[src/rtl/bfs_pkg.sv]
package bfs_pkg;
  localparam int DIV_W = 8;
  localparam int FRM_W = 8;
  localparam int WRD_W = 5;

  typedef enum logic {
    FR_IDLE = 1'b0,
    FR_RUN  = 1'b1
  } frame_state_t;
endpackage

[src/rtl/bfs_clk_div.sv]
module bfs_clk_div #(
  parameter int DIV_W = 8
) (
  input  logic             clk,
  input  logic             rst_n,
  input  logic             en,
  input  logic [DIV_W-1:0] div_val,
  output logic             sclk,
  output logic             rise,
  output logic             fall,
  output logic             bit_step
);
  logic [DIV_W-1:0] hcnt;
  logic             half_done;

  assign half_done = (hcnt == div_val);
  // A rising edge of sclk is due at the next reference edge.
  assign bit_step  = en && half_done && !sclk;

  always_ff @(posedge clk or negedge rst_n) begin
    if (!rst_n) begin
      hcnt <= '0;
      sclk <= 1'b0;
      rise <= 1'b0;
      fall <= 1'b0;
    end else if (!en) begin
      hcnt <= '0;
      sclk <= 1'b0;
      rise <= 1'b0;
      fall <= 1'b0;
    end else begin
      rise <= 1'b0;
      fall <= 1'b0;
      if (half_done) begin
        hcnt <= '0;
        sclk <= ~sclk;
        rise <= ~sclk;
        fall <= sclk;
      end else begin
        hcnt <= hcnt + {{(DIV_W-1){1'b0}}, 1'b1};
      end
    end
  end

  a_r3_rise_pulse: assert property (@(posedge clk) disable iff (!rst_n)
    rise |-> (sclk && !$past(sclk)));
  a_r3_fall_pulse: assert property (@(posedge clk) disable iff (!rst_n)
    fall |-> (!sclk && $past(sclk)));
  a_r1_idle_low: assert property (@(posedge clk) disable iff (!rst_n)
    !en |=> (!sclk && !rise && !fall));
  a_r2_edge_has_strobe: assert property (@(posedge clk) disable iff (!rst_n)
    ($past(en) && !$stable(sclk)) |-> (rise || fall));
endmodule

[src/rtl/bfs_frame_ctr.sv]
module bfs_frame_ctr
  import bfs_pkg::*;
#(
  parameter int FRM_W = 8,
  parameter int WRD_W = 5
) (
  input  logic             clk,
  input  logic             rst_n,
  input  logic             en,
  input  logic             step,
  input  logic             loop_en,
  input  logic             tx_not_empty,
  input  logic [FRM_W-1:0] frame_len,
  input  logic [WRD_W-1:0] word_len,
  output logic             sync
);
  localparam int CW = FRM_W + 1;

  frame_state_t     st;
  logic [FRM_W-1:0] bit_idx;
  logic [CW-1:0]    next_idx;
  logic [CW-1:0]    word_ext;
  logic             at_boundary;
  logic             may_start;

  assign next_idx    = {1'b0, bit_idx} + {{FRM_W{1'b0}}, 1'b1};
  assign word_ext    = {{(CW-WRD_W){1'b0}}, word_len};
  assign at_boundary = (st == FR_IDLE) || (bit_idx == frame_len);
  assign may_start   = !loop_en || tx_not_empty;

  always_ff @(posedge clk or negedge rst_n) begin
    if (!rst_n) begin
      st      <= FR_IDLE;
      bit_idx <= '0;
      sync    <= 1'b0;
    end else if (!en) begin
      st      <= FR_IDLE;
      bit_idx <= '0;
      sync    <= 1'b0;
    end else if (step) begin
      if (at_boundary) begin
        bit_idx <= '0;
        if (may_start) begin
          st   <= FR_RUN;
          sync <= 1'b1;
        end else begin
          st   <= FR_IDLE;
          sync <= 1'b0;
        end
      end else begin
        bit_idx <= next_idx[FRM_W-1:0];
        sync    <= (next_idx <= word_ext);
      end
    end
  end

  a_r5_sync_on_step: assert property (@(posedge clk) disable iff (!rst_n)
    ($past(en) && !$stable(sync)) |-> $past(step));
  a_r7_hold_start: assert property (@(posedge clk) disable iff (!rst_n)
    ($rose(sync) && $past(en) && $past(loop_en)) |-> $past(tx_not_empty));
  a_r1_sync_idle: assert property (@(posedge clk) disable iff (!rst_n)
    !en |=> !sync);
endmodule

[src/rtl/bfs_gen_top.sv]
module bfs_gen_top
  import bfs_pkg::*;
(
  input  logic             clk,
  input  logic             rst_n,
  input  logic             master_en,
  input  logic             loop_en,
  input  logic             tx_not_empty,
  input  logic [DIV_W-1:0] div_val,
  input  logic [FRM_W-1:0] frame_len,
  input  logic [WRD_W-1:0] word_len,
  output logic             sclk,
  output logic             sync,
  output logic             sclk_rise,
  output logic             sclk_fall
);
  logic bit_step;

  bfs_clk_div #(.DIV_W(DIV_W)) u_div (
    .clk      (clk),
    .rst_n    (rst_n),
    .en       (master_en),
    .div_val  (div_val),
    .sclk     (sclk),
    .rise     (sclk_rise),
    .fall     (sclk_fall),
    .bit_step (bit_step)
  );

  bfs_frame_ctr #(.FRM_W(FRM_W), .WRD_W(WRD_W)) u_frm (
    .clk          (clk),
    .rst_n        (rst_n),
    .en           (master_en),
    .step         (bit_step),
    .loop_en      (loop_en),
    .tx_not_empty (tx_not_empty),
    .frame_len    (frame_len),
    .word_len     (word_len),
    .sync         (sync)
  );

  a_r5_sync_with_rise: assert property (@(posedge clk) disable iff (!rst_n)
    $rose(sync) |-> sclk_rise);
endmodule

[config.mk]
export PLATFORM = sky130hd
export DESIGN_NAME = bfs_gen_top
export DESIGN_NICKNAME = d
export VERILOG_FILES = /design/src/rtl/bfs_pkg.sv /design/src/rtl/bfs_clk_div.sv /design/src/rtl/bfs_frame_ctr.sv /design/src/rtl/bfs_gen_top.sv
export SDC_FILE = /design/constraint.sdc
export NUM_CORES = 1
export LEC_CHECK = 0
export ABC_CLOCK_PERIOD_IN_PS = 2540
export CORE_ASPECT_RATIO = 0.5
export CORE_MARGIN = 2
export CORE_UTILIZATION = 40
export CTS_CLUSTER_DIAMETER = 100
export DETAILED_ROUTE_END_ITERATION = 7
export GPL_TIMING_DRIVEN = 0
export PLACE_DENSITY = 0.66
export SYNTH_ARGS = -nofsm -noshare
export SYNTH_HDL_FRONTEND = slang
export SYNTH_SLANG_ARGS = --single-unit
export TNS_END_PERCENT = 30
[constraint.sdc]
create_clock -name clk -period 2.54 [get_ports clk]
set_input_delay 0.635 -clock clk [delete_from_list [all_inputs] [get_ports clk]]
set_output_delay 0.635 -clock clk [all_outputs]
set_load 0.005 [all_outputs]
==> flow_summary.ini <==
[worst_hold_path]
hold_path_class = flop to flop
hold_depth = 1

[die]
starting_utilization_of_the_core_area_pct = 43.8
core_region_area_mm2 = 0.00314
chipWidth_um = 86.8
dieArea_mm2 = 0.00394
floorplan.die.height_um = 45.4
fp-row-count = 14
num_io_pins = 30

[critical_path]
critPathSlowestCell = dfrtp_1
critPathMostFrequentCell = ha_1
r2r_cells = 8
worstPathCellList = ha_1 > xor2_1 > ha_1 > o21ai_0 > a21oi_1 > o31ai_1 > nand4_1 > a31oi_1
startpoint_type_of_the_worst_setup_path = flop
cp_data_required_time_ns = 2.73
worstSetupEndpointType = flop
criticalPathCategory = flop to flop
maximum_fanout_along_the_worst_path = 7
worst_path_largest_cell_delay_ns = 0.47
worst_ep_arrival_time_ns = 2.35

[drt]
ant_nets = 0
routedWlPerCell_um = 12.9
routed-via-count = 1149
number_of_remaining_drc_errors = 0
first_iter_violations = 38
vias_per_cell = 5.18
wirelength_um = 2850
drt_first_pass_iters = 4

[layout]
layout.cells.most_common = clkdlybuf4s50_1
mostFrequentLayoutCells = clkdlybuf4s50_1 (29), xor2_1 (22), dfrtp_1 (21)
area_growth_pct = 28.2
antenna_cells_inserted = 0
drive_above_1_share_pct = 6.59
final_net_count = 216

[place]
place_hpwl_um = 2240
finalWeightedCongestion = 0.784
buffer_ports.inserted = 29

[flow_run]
drv.max_cap_violation_count = 0

[sta]
relative_slew_slack_pct = 36.9
timing.final.hold_violations = 0
totalNegativeSetupSlack_ns = 0
rsz0062_at_grt = no
fmax_ghz = 0.463
clock-skew-final_ns = 0.00280
timing.final.crit_share_pct = 85.1
shortest_clock_period_the_worst_path_allows_after_layout_ns = 2.16
setup_viol = 0
timing.final.max_slew_violations = 0
timing_worst_slew_pin_value_ns = 0.944

[pwr]
post-layout-total-power_w = 0.000658
leakage_nw = 0.831
vdd_drop_max_v = 0.000176
power.density_cell_area_mw_per_mm2 = 374

[clocking]
ctsHtreeMaxLevel = 1
cts_num_sinks = 21
maximum_count_of_clock_buffers_along_a_single_path = 2
ctsRootBufferMaster = clkbuf_8
post_cts.resized_instances = 0
cts.hold.buffers_added = 0
cts-buffers-inserted = 3
cts_tree = built
post-cts-setup-buffers = 0
insertion_delay_to_the_later_sink_of_the_worst_skew_pair_ns = 0.26
worst_path_clk_slew_ns = 0.08

[yosys]
mappedNetlistArea_mm2 = 0.00137
yosys.cell_types.count = 30
post_synth.cell_area_avg_um2 = 9.21
post_synth_inst_count = 149
synthesized_net_count = 182
yosysWarnings = 0
synth.yosys.seq_area_share_pct = 38.3
postSynthRegisterBits = 21

[grt]
number_of_global_route_vias_before_repair = 1075
groute.usage.overall_pct = 15.9
gr-total-overflow = 0
largest_net_degree_at_the_start_of_global_routing = 22
antenna_found_initial = 0
grt_pass1_wl_um = 4800

[outcome]
outcome = completed
report_power, final:
group           total, W  internal [W]  switching (W)
Sequential      0.000344      0.000338     0.00000613
Clock           0.000223      0.000109       0.000114
Combinational  0.0000903     0.0000528      0.0000375
Total           0.000658      0.000500       0.000157
state kept, by name, indices dropped and copies added (netlist names):
register,count
u_div.hcnt,8
u_frm.bit_idx,8
u_div.fall,1
u_div.rise,1
u_div.sclk,1
u_frm.st,1
u_frm.sync,1
worst paths after layout:
path                                                   start                           end  slack [ns]
min in group asynchronous                              rst_n  u_frm.bit_idx[6]$_DFFE_PN0P_        0.89
worst min-delay path                 u_div.hcnt[0]$_DFF_PN0_       u_div.hcnt[0]$_DFF_PN0_        0.55
max in group asynchronous                              rst_n       u_div.hcnt[7]$_DFF_PN0_        1.07
worst max-delay path            u_frm.bit_idx[0]$_DFFE_PN0P_        u_frm.sync$_DFFE_PN0P_        0.38
worst max register to register  u_frm.bit_idx[0]$_DFFE_PN0P_        u_frm.sync$_DFFE_PN0P_        0.38
worst min register to register       u_div.hcnt[0]$_DFF_PN0_       u_div.hcnt[0]$_DFF_PN0_        0.55
routing by layer:
layer  part of all wire [%]  track usage (%)  up-vias
met5                      0                0        -
met3                    4.2             3.26        0
li1                       -                -      582
met2                     49             28.5       27
met1                     47             20.6      540
met4                      0             2.81        0
logic make-up (layout without fill, tap and decap cells):
| group | count (synthesis) | in the layout | synth area share (%) |
|---|---|---|---|
| xor gates and xnor gates | 25 | 25 | 16.0 |
| muxes | 2 | 2 | 1.46 |
| buffers and inverters | 17 | 50 | 6.84 |
| AOI/OAI and AO/OA | 24 | 24 | 10.8 |
| adders and majority gates | 7 | 7 | 6.38 |
| and+or+nand+nor | 53 | 53 | 20.3 |
| DFF | 21 | 21 | 38.3 |
Yosys cell counts:
cell      instances  area (um2)
ha_1              7        87.6
nand2_1           8        30.0
mux2i_1           2        20.0
xor2_1           22         193
o21ai_0           5        25.0
nor3_1            1        5.00
buf_4             1        7.51
nor2b_1           1        6.26
inv_1            12        45.0
o21ai_1           1        5.00
nor4_2            2        25.0
nand2b_1          3        18.8
a21boi_1          1        7.51
xnor2_1           3        26.3
a21bo_2           1        10.0
o31ai_1           1        7.51
a21oi_1           2        10.0
dfrtp_1          21         526
nand4_1           3        18.8
buf_12            1        20.0
and3_1            5        31.3
nand3_1          13        65.1
and4_1            2        17.5
a31oi_1          10        62.6
a21o_1            1        7.51
buf_6             1        11.3
nor4_1            2        12.5
nor2_1           13        48.8
buf_2             2        10.0
o22ai_1           2        12.5
area by class of cell:
| class | count | area [um2] |
|---|---|---|
| plain buffers | 5 | 48.8 |
| clock buffers | 3 | 41.3 |
| clock inverters | 1 | 5.00 |
| fillers | 299 | 1380 |
| inverters | 12 | 45.0 |
| multi-input cells | 111 | 753 |
| flip-flops and latches | 21 | 526 |
| well taps | 40 | 50.0 |
| repair buffers | 29 | 290 |
metrics by stage:
step | cells | hold slack (ns) | setup WS [ns] | cell area [um2] | utilization, %
global placement | 218 | 0.542 | 0.109 | 1710 | 54.6
floorplan | 149 | 0.339 | 0.724 | 1370 | -
finish | 222 | 0.551 | 0.378 | 1760 | 56.1
global route | 222 | 0.574 | 0.248 | 1760 | 56.1
CTS | 222 | 0.555 | 0.371 | 1760 | 56.1
detailed placement | 218 | 0.542 | 0.106 | 1710 | 54.6
critical path, delay by kind of cell, from the launching register on:
kind | cells | cell delay [ns]
adders and majority gates | 2 | 0.58
xor gates and xnor gates | 1 | 0.19
DFF | 1 | 0.47
and+or+nand+nor | 1 | 0.16
AOI/OAI and AO/OA | 4 | 0.68
No activity file was read; power rests on OpenSTA's default activity.
